File: config.mk
export PLATFORM = sky130hd
export DESIGN_NAME = sar_ctrl
export DESIGN_NICKNAME = d
export VERILOG_FILES = /design/src/rtl/sar_pkg.sv /design/src/rtl/sar_seq.sv /design/src/rtl/sar_trig.sv /design/src/rtl/sar_bus.sv /design/src/rtl/sar_ctrl.sv
export SDC_FILE = /design/constraint.sdc
export NUM_CORES = 1
export LEC_CHECK = 0
export BUFFER_PORTS_ARGS = -buffer_cell sky130_fd_sc_hd__buf_2
export CAP_MARGIN = 10
export CORE_ASPECT_RATIO = 0.9
export CORE_UTILIZATION = 50
export DETAILED_ROUTE_END_ITERATION = 7
export GPL_ROUTABILITY_DRIVEN = 0
export PLACE_DENSITY = 0.73
export REMOVE_ABC_BUFFERS = 1
export SYNTH_ARGS = -nofsm -noshare
export SYNTH_HDL_FRONTEND = slang
export SYNTH_SLANG_ARGS = --single-unit
File: constraint.sdc
create_clock -name clk -period 4.25 [get_ports clk]
set_clock_uncertainty 0.1 [all_clocks]
set_input_delay 0.2125 -clock clk [delete_from_list [all_inputs] [get_ports clk]]
set_output_delay 0.2125 -clock clk [all_outputs]
set_load 0.005 [all_outputs]
File: src/rtl/sar_pkg.sv
package sar_pkg;
  typedef enum logic [1:0] {
    ST_IDLE    = 2'd0,
    ST_RESOLVE = 2'd1,
    ST_PRESENT = 2'd2
  } sar_state_e;
endpackage

File: src/rtl/sar_seq.sv
// Approximation engine: one bit per clock, MSB first, then a short
// presentation phase before busy returns high.
module sar_seq
  import sar_pkg::*;
#(
  parameter int WIDTH     = 16,
  parameter int SETUP_CYC = 5
) (
  input  logic             clk,
  input  logic             rst,
  input  logic             start,
  input  logic             cmp,
  output sar_state_e       state,
  output logic             busy_n,
  output logic [WIDTH-1:0] dac_word,
  output logic [WIDTH-1:0] result,
  output logic [WIDTH-1:0] final_word,
  output logic             last_bit,
  output logic             finish
);
  localparam int IW = (WIDTH > 1) ? $clog2(WIDTH) : 1;
  localparam int SW = $clog2(SETUP_CYC + 1);
  localparam logic [IW-1:0] TOP_IDX = IW'(WIDTH - 1);
  localparam logic [WIDTH-1:0] MSB_ONLY = {1'b1, {(WIDTH-1){1'b0}}};

  logic [IW-1:0] idx;
  logic [SW-1:0] scnt;

  always_comb begin
    final_word = dac_word;
    final_word[idx] = cmp;
    if (idx != '0) final_word[idx - 1'b1] = 1'b1;
  end

  assign last_bit = (state == ST_RESOLVE) && (idx == '0);
  assign finish   = (state == ST_PRESENT) && (scnt == '0);

  always_ff @(posedge clk) begin
    if (rst) begin
      state    <= ST_IDLE;
      busy_n   <= 1'b1;
      dac_word <= '0;
      result   <= '0;
      idx      <= '0;
      scnt     <= '0;
    end else begin
      case (state)
        ST_IDLE: begin
          if (start) begin
            state    <= ST_RESOLVE;
            busy_n   <= 1'b0;
            idx      <= TOP_IDX;
            dac_word <= MSB_ONLY;
          end
        end
        ST_RESOLVE: begin
          dac_word <= final_word;
          if (idx == '0) begin
            result <= final_word;
            state  <= ST_PRESENT;
            scnt   <= SW'(SETUP_CYC - 1);
          end else begin
            idx <= idx - 1'b1;
          end
        end
        ST_PRESENT: begin
          if (scnt == '0) begin
            state  <= ST_IDLE;
            busy_n <= 1'b1;
          end else begin
            scnt <= scnt - 1'b1;
          end
        end
        default: state <= ST_IDLE;
      endcase
    end
  end
endmodule

File: src/rtl/sar_trig.sv
// Start decision: select edge with convert level, or expiry of the
// post-conversion window while both controls stay low.
module sar_trig #(
  parameter int RETRIG_CYC = 50
) (
  input  logic clk,
  input  logic rst,
  input  logic cs_n,
  input  logic rc,
  input  logic idle,
  input  logic finish,
  output logic start
);
  localparam int WW = $clog2(RETRIG_CYC + 1);

  logic          cs_q;
  logic          win;
  logic [WW-1:0] wcnt;
  logic          both_low;
  logic          expire;

  assign both_low = ~cs_n & ~rc;
  assign expire   = win & both_low & (wcnt == WW'(RETRIG_CYC - 1));
  assign start    = idle & (((cs_q & ~cs_n) & ~rc) | expire);

  always_ff @(posedge clk) begin
    if (rst) begin
      cs_q <= 1'b1;
      win  <= 1'b0;
      wcnt <= '0;
    end else begin
      cs_q <= cs_n;
      if (finish) begin
        win  <= 1'b1;
        wcnt <= '0;
      end else if (win) begin
        if (!both_low || start) begin
          win  <= 1'b0;
          wcnt <= '0;
        end else begin
          wcnt <= wcnt + 1'b1;
        end
      end
    end
  end
endmodule

File: src/rtl/sar_bus.sv
// Bus enable with access/release delays and two's-complement output.
module sar_bus #(
  parameter int WIDTH   = 16,
  parameter int ACC_CYC = 17,
  parameter int REL_CYC = 17
) (
  input  logic             clk,
  input  logic             rst,
  input  logic             cs_n,
  input  logic             rc,
  input  logic             start,
  input  logic             resolving,
  input  logic             last_bit,
  input  logic [WIDTH-1:0] result,
  input  logic [WIDTH-1:0] final_word,
  output logic             bus_oe,
  output logic [WIDTH-1:0] bus_data
);
  localparam int CMAX = (ACC_CYC > REL_CYC) ? ACC_CYC : REL_CYC;
  localparam int CW   = $clog2(CMAX + 1);

  logic          lvl;
  logic          oe_d;
  logic [CW-1:0] cnt, cnt_d;
  logic [WIDTH-1:0] src, word;

  assign lvl  = ~cs_n & rc;
  assign src  = last_bit ? final_word : result;
  assign word = {~src[WIDTH-1], src[WIDTH-2:0]};

  always_comb begin
    oe_d  = bus_oe;
    cnt_d = cnt;
    if (start || (resolving && !last_bit)) begin
      oe_d  = 1'b0;
      cnt_d = '0;
    end else if (last_bit) begin
      oe_d  = lvl;
      cnt_d = '0;
    end else if (!bus_oe) begin
      if (!lvl) cnt_d = '0;
      else if (cnt == CW'(ACC_CYC - 1)) begin
        oe_d  = 1'b1;
        cnt_d = '0;
      end else cnt_d = cnt + 1'b1;
    end else begin
      if (lvl) cnt_d = '0;
      else if (cnt == CW'(REL_CYC - 1)) begin
        oe_d  = 1'b0;
        cnt_d = '0;
      end else cnt_d = cnt + 1'b1;
    end
  end

  always_ff @(posedge clk) begin
    if (rst) begin
      bus_oe   <= 1'b0;
      cnt      <= '0;
      bus_data <= '0;
    end else begin
      bus_oe   <= oe_d;
      cnt      <= cnt_d;
      bus_data <= oe_d ? word : '0;
    end
  end
endmodule

File: src/rtl/sar_ctrl.sv
module sar_ctrl
  import sar_pkg::*;
#(
  parameter int WIDTH      = 16,
  parameter int SETUP_CYC  = 5,
  parameter int ACC_CYC    = 17,
  parameter int REL_CYC    = 17,
  parameter int RETRIG_CYC = 50
) (
  input  logic             clk,
  input  logic             rst,
  input  logic             cs_n,
  input  logic             rc,
  input  logic             cmp,
  output logic             busy_n,
  output logic [WIDTH-1:0] dac_word,
  output logic [WIDTH-1:0] bus_data,
  output logic             bus_oe
);
  sar_state_e       state;
  logic             start, last_bit, finish;
  logic [WIDTH-1:0] result, final_word;

  sar_trig #(.RETRIG_CYC(RETRIG_CYC)) u_trig (
    .clk(clk), .rst(rst), .cs_n(cs_n), .rc(rc),
    .idle(state == ST_IDLE), .finish(finish), .start(start)
  );

  sar_seq #(.WIDTH(WIDTH), .SETUP_CYC(SETUP_CYC)) u_seq (
    .clk(clk), .rst(rst), .start(start), .cmp(cmp), .state(state),
    .busy_n(busy_n), .dac_word(dac_word), .result(result),
    .final_word(final_word), .last_bit(last_bit), .finish(finish)
  );

  sar_bus #(.WIDTH(WIDTH), .ACC_CYC(ACC_CYC), .REL_CYC(REL_CYC)) u_bus (
    .clk(clk), .rst(rst), .cs_n(cs_n), .rc(rc), .start(start),
    .resolving(state == ST_RESOLVE), .last_bit(last_bit),
    .result(result), .final_word(final_word),
    .bus_oe(bus_oe), .bus_data(bus_data)
  );
endmodule

After elaboration in Yosys (flattened, before gate mapping)
Cells that the tools add are included.
{ "totals": {"register_bits": 72, "input_bits": 5, "output_inout_bits": 34, "elab_cells": 104} }
{ "classes": {"n_addsub": 4, "n_lt_le_gt_ge": 4, "eq_ne": 9, "muxes": 37, "bitwise_logic": 13, "n_reduce_logical": 25} }
{ "ops": {"columns": ["op", "n"], "rows": [
  ["16-bit two-way mux", 3],
  ["16-bit case mux with 2 select lines", 1],
  ["5-bit two-way mux", 4],
  ["16-bit bitwise mux", 1],
  ["16-bit bitwise OR", 1],
  ["1-bit two-way mux", 14],
  ["3-bit AND reduction", 4],
  ["4-bit by 5-bit less-than comparator with 1-bit output, second input constant", 2],
  ["1-bit demux with 4-bit select", 2],
  ["4-bit by 1-bit greater-or-equal comparator with 1-bit output, second input constant", 2],
  ["4-bit two-way mux", 2],
  ["2-bit != test, second input constant", 4],
  ["4-bit case mux with 2 select lines", 1],
  ["1-bit AND", 7],
  ["6-bit by 1-bit adder with 6-bit output, second input constant", 1],
  ["6-bit equality test, second input constant", 1],
  ["2-bit two-way mux", 3],
  ["3-bit two-way mux", 2],
  ["6-bit two-way mux", 1],
  ["2-bit case mux with 3 select lines", 1],
  ["3-bit case mux with 2 select lines", 1],
  ["2-bit nonzero test", 3],
  ["5-bit by 1-bit adder with 5-bit output, second input constant", 1],
  ["5-bit equality test, second input constant", 1],
  ["other kinds (18)", 29]
]} }

Depth between registers and ports, before layout
Gate-level depths: netlist of the first run.
{ "depth": {"word_depth": 10, "ltp_mapped": 9, "ltp_nobuf": 7} }

Modules after synthesis
Synthesis of the first run repeated with hierarchy kept, for this count alone.
{ "hier_totals": {"hier_cells": 399, "hier_area_um2": 3606.0} }
{ "by_module_without_submodules": {"columns": ["module", "n_inst", "cells_each", "area_each_um2", "seq_area_each_um2"], "rows": [
  ["sar_seq", 1, 265, 2297.2, 840.8],
  ["sar_bus", 1, 82, 870.8, 440.4],
  ["sar_trig", 1, 50, 425.4, 160.2],
  ["sar_ctrl", 1, 2, 12.5, 0.0]
]} }

Least setup slack after synthesis of the first run
OpenSTA, ideal clock, no wires.
{ "synth_timing": {"kind": "reg2reg", "start": "reg u_seq.idx[0]", "end": "reg u_bus.bus_data[12]", "setup_ns": 0.065, "arrival_time_ns": 1.727, "required_time_ns": 4.085, "path_slack_ns": 2.358, "stages_incl_launch_ff": 9, "period_less_slack_ns": 1.892, "cell_sequence": "dfxtp_1 > inv_1 > ha_1 > a31oi_1 > mux2i_1 > or3_1 > buf_2 > buf_6 > nor2_1"} }
{ "synth_between": {"elab_chain_len": 8} }
{ "synth_lines": {"columns": ["element", "line", "rtl"], "rows": [
  ["from (decl)", "sar_seq.sv:26", "logic [IW-1:0] idx;"],
  ["from (signal assigned)", "sar_seq.sv:63", "idx <= idx - 1'b1;"],
  ["4-bit by 1-bit subtractor with 4-bit output (tied with other cells)", "sar_seq.sv:32", "if (idx != '0) final_word[idx - 1'b1] = 1'b1;"],
  ["4-bit by 5-bit less-than comparator with 1-bit output (not written as such) (tied with other cells)", "sar_seq.sv:32", null],
  ["1-bit logical AND (not written as such) (tied with other cells)", "sar_seq.sv:32", null],
  ["1-bit two-way mux (not written as such) (tied with other cells)", "sar_seq.sv:32", null],
  ["1-bit demux with 4-bit select (tied with other cells)", null, null],
  ["16-bit bitwise OR (no line) / 1-bit two-way mux (equally long branches)", null, null],
  ["16-bit two-way mux / 1-bit inverter (equally long branches)", null, null],
  ["16-bit two-way mux / 2-bit OR reduction (equally long branches)", null, null],
  ["to (signal assigned)", "sar_bus.sv:63", "bus_data <= oe_d ? word : '0;"],
  ["to (decl)", "sar_bus.sv:17", "output logic [WIDTH-1:0] bus_data"]
]} }
Parallel ways exist; a longest one is shown, timed or not.
A chain may end at the register's enable or synchronous reset.

Worst setup path in the final report of the first run
Same ends and word-level chain as after synthesis.

==> results of run 1 <==
layout make-up:
cell class	instances	share of cell area
clock buffer	11	0.0387
clock inverter	5	0.0219
inverter	17	0.0175
multi-input combinational	255	0.436
sequential	72	0.395
tap	87	0.0298
timing repair buffer	42	0.0610
per-layer routing:
layer	vias to the layer above	share of wire	global-route usage	routed length [um]
li1	1327	-	-	-
met1	1256	0.49	0.294	3300
met2	68	0.43	0.307	2920
met3	15	0.050	0.0734	338
met4	0	0.024	0.0833	159
met5	-	0	0	0
power by group through the flow:
stage                     Sequential (mW)  Combinational [mW]  Clock, mW
after CTS                           0.701               0.153      0.606
after global routing                0.704               0.171      0.638
after floorplan                     0.717               0.102          0
after global placement              0.716               0.148          0
final                               0.702               0.155      0.598
after detailed placement            0.717               0.151          0
cells in the mapped netlist (3+ instances only):
cell type and instances:
nand3b_1 8, nor2_1 70, mux2i_1 13, o2bb2ai_1 5
nand3_1 10, ha_1 12, a21o_1 6, a31oi_1 5
nand2b_1 7, o22ai_1 3, a21oi_1 35, xnor2_1 4
a31o_2 3, o32ai_1 4, dfxtp_1 72, nor2b_1 9
inv_1 17, o21ai_0 5, nand2_1 13, a22oi_1 3
clkbuf_1 15, and3_1 3, mux2_2 4
worst paths after layout:
kind / end / slack [ps] / cells after the start
setup / recovery: u_bus.bus_data[12] / 1700 / 6
hold / removal: u_seq.busy_n / 220 / 4
setup reg to reg: u_bus.bus_data[12] / 1700 / 6
hold reg to reg: u_bus.cnt[0] / 360 / 1
repair_timing:
| item | CTS | global route |
|---|---|---|
| hold buffers | 1 | 0 |
| endpoints found under the setup margin | 0 | 0 |
| endpoints found under the hold margin | 1 | 0 |
worst reg2reg max path, delay by kind of cell, from the launching register on:
kind / cells / cell delay (ps)
AO/OA/AOI/OAI: 2 / 460
adder cells (fa/ha/maj): 1 / 480
buffers and inverters: 1 / 140
flip-flops: 1 / 380
AND/OR/NAND/NOR: 2 / 910
cells by family (layout without fill, tap and decap cells):
kind of cell             count (synthesis)  in the layout
AO/OA/AOI/OAI                           88             88
adder cells (fa/ha/maj)                 12             12
multiplexers                            17             17
AND/OR/NAND/NOR                        132            132
buffers and inverters                   36             75
XOR/XNOR                                 6              6
flip-flops                              72             72
state kept, by name, indices dropped and copies added (netlist names):
signal          count
u_bus.bus_data     16
u_trig.wcnt         6
u_seq.busy_n        1
u_bus.bus_oe        1
u_seq.idx           4
u_seq.scnt          3
u_seq.result       16
u_trig.win          1
u_seq.dac_word     16
u_trig.cs_q         1
u_bus.cnt           5
u_seq.state         2
through the flow:
stage / instance area (sq um) / cells / util / setup WS (ps) / power (mW)
3_3_place_gp: 3420 / 472 / 0.559 / 1870 / 0.864
6_report: 3650 / 489 / 0.597 / 1700 / 1.45
3_5_place_dp: 3420 / 472 / 0.559 / 1720 / 0.868
4_1_cts: 3650 / 489 / 0.597 / 1700 / 1.46
2_1_floorplan: 3100 / 344 / - / 1790 / 0.819
5_1_grt: 3650 / 489 / 0.597 / 1510 / 1.51
==> summary.txt, run 1 <==
Power and ir drop
  – Design internal power: 1.09 mW
  – Leakage power: 1.59 nW
  – Switching Share: 0.253
  – P per Cell Area: 398 nW/um^2
  – Power share of the combinational group: 0.106
  – Net Sw Power: 0.368 mW
  – Flop pwr share: 0.482
  – Worst vdd rail ir drop: 0.245 mV
  – Proportion of power drawn by the clock network: 0.411

Logic synthesis
  – Area contributors post-synth: dfxtp_1 (45%), nor2_1 (8.3%), a21oi_1 (5.5%)
  – Register bit total from synthesis: 72
  – Mean instance size in the synthesized netlist: 8.76 sq um
  – Largest family of logic cells by synthesized area: simple AND/OR/NAND/NOR gates
  – Commonest register cell after synthesis: dfxtp_1
  – EDFF count, synth: 0
  – Fraction of synthesized area in multiplexers: 0.0551
  – Area fraction of the dominant cell type after synthesis: 0.453
  – Netlist Area Pre-Place: 3180 sq um
  – Synth Area in Simple Gates: 0.197
  – Area share of xor/xnor cells in the synthesized design: 0.0165
  – Number of warnings printed during yosys synthesis: 0
  – Compound-cell area share of the yosys netlist: 0.185
  – Sequential fraction of the synthesis area: 0.453
  – Number of library cell types mapped by synthesis: 47
  – Cell type with the largest total area after synthesis: dfxtp_1
  – Post-synthesis cell count: 363
  – Ys async rst share: 0
  – Post-synthesis share of cell area spent on full adders, half adders and majority gates: 0.0472

Timing
  – Count of endpoints failing hold in the final timing report: 0
  – Remaining max-slew budget at the tightest pin: 0.526
  – Final Max Tran Viols: 0
  – Minimum period implied by the final worst setup slack: 2550 ps
  – Measured slew at the worst slew-check pin: 711 ps
  – Worst hold margin: 219 ps
  – Number of setup violations in the final report: 0
  – Maximum operating frequency: 392 MHz
  – Sum of negative setup slack: 0 ps
  – Unrepaired setup endpoints after global routing: false
  – Portion of the clock cycle consumed by the worst path in the final layout: 0.600

Cells and area
  – Area used by multi-input combinational logic: 1590 sq um
  – Seq. cell area: 1440 sq um
  – Antenna diode count: 0
  – Layout overhead on the synthesized area: 14.8%
  – Fraction of layout cells with a size suffix above 1: 0.172
  – Leading cell type in the layout, fill and taps excluded: dfxtp_1
  – Most used cells in the layout excluding fill and tap cells: dfxtp_1 (72), nor2_1 (70), buf_2 (38), a21oi_1 (35), inv_1 (17)
  – Fill cell instance count of the final layout: 528
  – Total Nets Final: 414

Route
  – Detailed-routing iteration count for the pre-antenna-repair pass: 7
  – Average wire length per cell after detail routing: 13.7 um
  – Routed wire length: 6.72 mm
  – Drt drc: 2
  – Post-detailed-route count of antenna-violating nets: 0
  – Number of DRC markers after the initial detailed-route iteration: 239
  – Vias per inst: 5.45
  – Number of vias in the routed layout: 2666

GRT
  – Global-route congestion overflow total: 0
  – Largest net degree at the start of global routing: 41
  – Global-route total usage across every layer: 0.214
  – Via count of the first global-routing pass: 2346
  – Number of antenna violations at the first check in global routing: 0
  – Global-route wire length before repair: 11.1 mm

Critical path
  – Slowest cell delay on critical path: 670 ps
  – Worst EP required: 4420 ps
  – Startpoint of the most critical setup path: u_seq.idx[0]
  – Crit path max fanout: 17
  – Reg-to-reg critical path startpoint: u_seq.idx[0]
  – Crit start category: register
  – Slowest cell on crit path: or3_1
  – Data arrival time of the critical path: 2720 ps
  – Cell-by-cell trace of the critical path: inv_1 -> ha_1 -> a21oi_1 -> a21o_1 -> or3_1 -> nor2_1
  – Worst Setup End Kind: register
  – Category of the critical setup timing path: reg2reg
  – CP Buf/Inv Count: 1
  – Top Family by Delay on Critical Path: simple AND/OR/NAND/NOR gates

Floorplanning
  – Die outline height: 77.7 um
  – Standard-cell rows: 27
  – Top-Level Pins: 39
  – Die area: 6680 sq um
  – Floorplan die width: 86.1 um
  – Placeable core region: 6110 sq um
  – Effective utilization at floorplan: 0.520

Outcome
  – Outcome: finished with violations
  – Violated checks: DRC

Clocking
  – Clock tree sinks: 72
  – Worst skew pair latency: 350 ps
  – Postcts setup bufs: 0
  – CTS resizes: 0
  – Number of buffers added by the clock tree synthesis step: 9
  – Post-CTS clock slew at the launch and capture registers of the worst setup and hold paths: 70 ps
  – Clock buffer depth: 2
  – H-tree lvl count: 3
  – Clock Root Buffer: clkbuf_8
  – TritonCTS clock tree: yes

Hold path
  – HP Class: in2reg
  – Startpoint of the most critical hold path: rc

Placement
  – Number of buffers inserted by port buffering: 38
  – DP Wirelength: 4.59 mm

Flow run
  – # Max-Cap Violations: 0
No activity file was read; power rests on OpenSTA's default activity.
==> run 2: changes to the inputs <==
Clock period 4.25 ns to 2.4 ns, I/O delays scaled along.
==> run 2 against run 1 <==
Compared with the run above:
- critical path depth rose by 2
- power rose by 80%
- sequential cell count did not move
- global-route usage rose by 0.76 points
- the run still ends with DRC left
- largest power group unchanged
- via count rose by 1.6%
- setup slack got worse by 1400 ps
==> summary.txt, run 2 (synthesized netlist as in run 1, its figures left out) <==
Critical path
  – Worst EP required: 2600 ps (was 4420 ps)
  – Cell-by-cell trace of the critical path: inv_1 -> ha_1 -> buf_4 -> nand2b_1 -> o22ai_1 -> nand2_1 -> a21oi_1 -> a21o_1 (was inv_1 -> ha_1 -> a21oi_1 -> a21o_1 -> or3_1 -> nor2_1)
  – Crit path max fanout: 14 (was 17)
  – Flop-to-flop setup slack: 260 ps (was 1700 ps)
  – Slowest cell delay on critical path: 460 ps (was 670 ps)
  – Category of the critical setup timing path: reg2reg (unchanged)
  – Data arrival time of the critical path: 2330 ps (was 2720 ps)
  – Worst Setup End Kind: register (unchanged)
  – Slowest cell on crit path: dfxtp_1 (was or3_1)
  – Crit start category: register (unchanged)
  – Number of cells on the worst reg-to-reg path: 8 (was 6)
  – End of the worst register-to-register path: u_seq.dac_word[5] (was u_bus.bus_data[12])
  – Reg-to-reg critical path startpoint: u_seq.idx[0] (unchanged)

Timing
  – Count of endpoints failing hold in the final timing report: 0 (unchanged)
  – Sum of negative setup slack: 0 ps (unchanged)
  – Measured slew at the worst slew-check pin: 749 ps (was 711 ps)
  – Number of setup violations in the final report: 0 (unchanged)
  – Maximum operating frequency: 467 MHz (was 392 MHz)
  – Portion of the clock cycle consumed by the worst path in the final layout: 0.891 (was 0.600)
  – Remaining max-slew budget at the tightest pin: 0.499 (was 0.526)
  – Minimum period implied by the final worst setup slack: 2140 ps (was 2550 ps)
  – Worst hold margin: 105 ps (was 219 ps)
  – Unrepaired setup endpoints after global routing: false (unchanged)
  – Final Max Tran Viols: 0 (unchanged)
  – Worst-case setup margin in the final layout: 260 ps (was 1700 ps)

Clocking
  – Clock tree sinks: 72 (unchanged)
  – Clock Root Buffer: clkbuf_8 (unchanged)
  – Postcts setup bufs: 0 (unchanged)
  – Post-CTS clock slew at the launch and capture registers of the worst setup and hold paths: 80 ps (was 70 ps)
  – Clock buffer depth: 2 (unchanged)
  – H-tree lvl count: 3 (unchanged)
  – TritonCTS clock tree: yes (unchanged)
  – Number of buffers added by the clock tree synthesis step: 9 (unchanged)
  – Worst skew pair latency: 340 ps (was 350 ps)

Hold path
  – Startpoint of the most critical hold path: rst (was rc)
  – HP Class: in2reg (unchanged)
  – Hold Path Depth: 2 (was 4)
  – Worst Hold Path EP: u_seq.result[0] (was u_seq.busy_n)

Cells and area
  – Most used cells in the layout excluding fill and tap cells: dfxtp_1 (72), nor2_1 (70), buf_2 (38), a21oi_1 (35), inv_1 (17) (unchanged)
  – Layout overhead on the synthesized area: 17.0% (was 14.8%)
  – Top Registers: u_bus.bus_data (16), u_seq.dac_word (16), u_seq.result (16) (unchanged)
  – Fill cell instance count of the final layout: 555 (was 528)
  – Fraction of layout cells with a size suffix above 1: 0.193 (was 0.172)
  – Antenna diode count: 0 (unchanged)
  – Final core utilization: 0.609 (was 0.597)
  – Leading cell type in the layout, fill and taps excluded: dfxtp_1 (unchanged)
  – Total Nets Final: 422 (was 414)

Route
  – Average wire length per cell after detail routing: 13.8 um (was 13.7 um)
  – Number of DRC markers after the initial detailed-route iteration: 211 (was 239)
  – Drt drc: 2 (unchanged)
  – Number of vias in the routed layout: 2709 (was 2666)
  – Routed wire length: 6.88 mm (was 6.72 mm)
  – Post-detailed-route count of antenna-violating nets: 0 (unchanged)
  – Detailed-routing iteration count for the pre-antenna-repair pass: 8 (was 7)
  – Vias per inst: 5.45 (about the same)

Floorplanning
  – Effective utilization at floorplan: 0.520 (unchanged)
  – Die area: 6680 sq um (unchanged)
  – Die outline height: 77.7 um (unchanged)
  – Placeable core region: 6110 sq um (unchanged)
  – Top-Level Pins: 39 (unchanged)
  – Standard-cell rows: 27 (unchanged)
  – Floorplan die width: 86.1 um (unchanged)

Flow run
  – # Max-Cap Violations: 0 (unchanged)

GRT
  – Global-route congestion overflow total: 0 (unchanged)
  – Via count of the first global-routing pass: 2393 (was 2346)
  – Number of antenna violations at the first check in global routing: 0 (unchanged)
  – Global-route total usage across every layer: 0.222 (was 0.214)
  – Global-route wire length before repair: 11.6 mm (was 11.1 mm)
  – Largest net degree at the start of global routing: 28 (was 41)

Outcome
  – Outcome: finished with violations (unchanged)
  – Violated checks: DRC (unchanged)

Power and ir drop
  – Leakage power: 1.63 nW (was 1.59 nW)
  – Total power after layout: 2.61 mW (was 1.45 mW)
  – Worst vdd rail ir drop: 0.421 mV (was 0.245 mV)
  – P per Cell Area: 702 nW/um^2 (was 398 nW/um^2)

Placement
  – DP Wirelength: 4.62 mm (was 4.59 mm)
  – Pre-CTS setup slack: 197 ps (was 1720 ps)
  – Number of buffers inserted by port buffering: 38 (unchanged)
-- run 2: cell count changes in the layout (fill, tap and decap cells not counted) --
cell	delta
inv_6	+1
clkbuf_1	-1
clkinvlp_4	+1
buf_4	+8
or3_2	+1
or3_1	-1
clkinv_2	-1
-- run 2: how the worst max path moves through the flow --
stage | start | endpoint
final | u_seq.idx[0] | u_seq.dac_word[5]
after detailed placement | u_seq.idx[0] | u_bus.bus_data[8]
after CTS | u_seq.idx[0] | u_bus.bus_data[8]
after global placement | u_seq.idx[0] | u_bus.bus_data[8]
after global routing | u_seq.idx[0] | u_seq.dac_word[5]
after floorplan | u_seq.state[0] | u_bus.bus_data[11]
-- run 2: layer usage --
layer	GRT usage	up-vias	routed length, um
li1	-	1353	-
met5	0	-	0
met3	0.0596	15	431
met1	0.310	1246	3390
met4	0.0783	0	138
met2	0.328	95	2920
-- run 2: report_power, final --
part / switching [mW] / internal (mW)
sequential: 0.0187 / 1.21
combinational: 0.193 / 0.110
clock: 0.459 / 0.616
-- run 2: what timing repair did --
item                                    CTS  global route
endpoints found under the hold margin     1             0
endpoints found under the setup margin    0            10
resized for setup                         0             1
hold buffers                              1             0
-- run 2: metrics by stage --
step	cells	instance area [sq um]
after floorplan	344	3100
after global placement	480	3480
after detailed placement	480	3480
after CTS	497	3720
after global routing	497	3720
final	497	3720
-- run 2: worst max-delay path: cells and delay by family (launching register included) --
kind                     cells  cell delay, ps
buffers and inverters        2             310
AO/OA/AOI/OAI                3             650
adder cells (fa/ha/maj)      1             240
AND/OR/NAND/NOR              2             330
flip-flops                   1             460
-- run 2: area by class of cell --
type / count / area [sq um] / share of cell area
multi-input combinational: 255 / 1600 / 0.429
clock inverter: 6 / 91.3 / 0.0245
tap: 87 / 109 / 0.0293
inverter: 17 / 63.8 / 0.0171
timing repair buffer: 50 / 283 / 0.0760
clock buffer: 10 / 138 / 0.0370
sequential: 72 / 1440 / 0.387
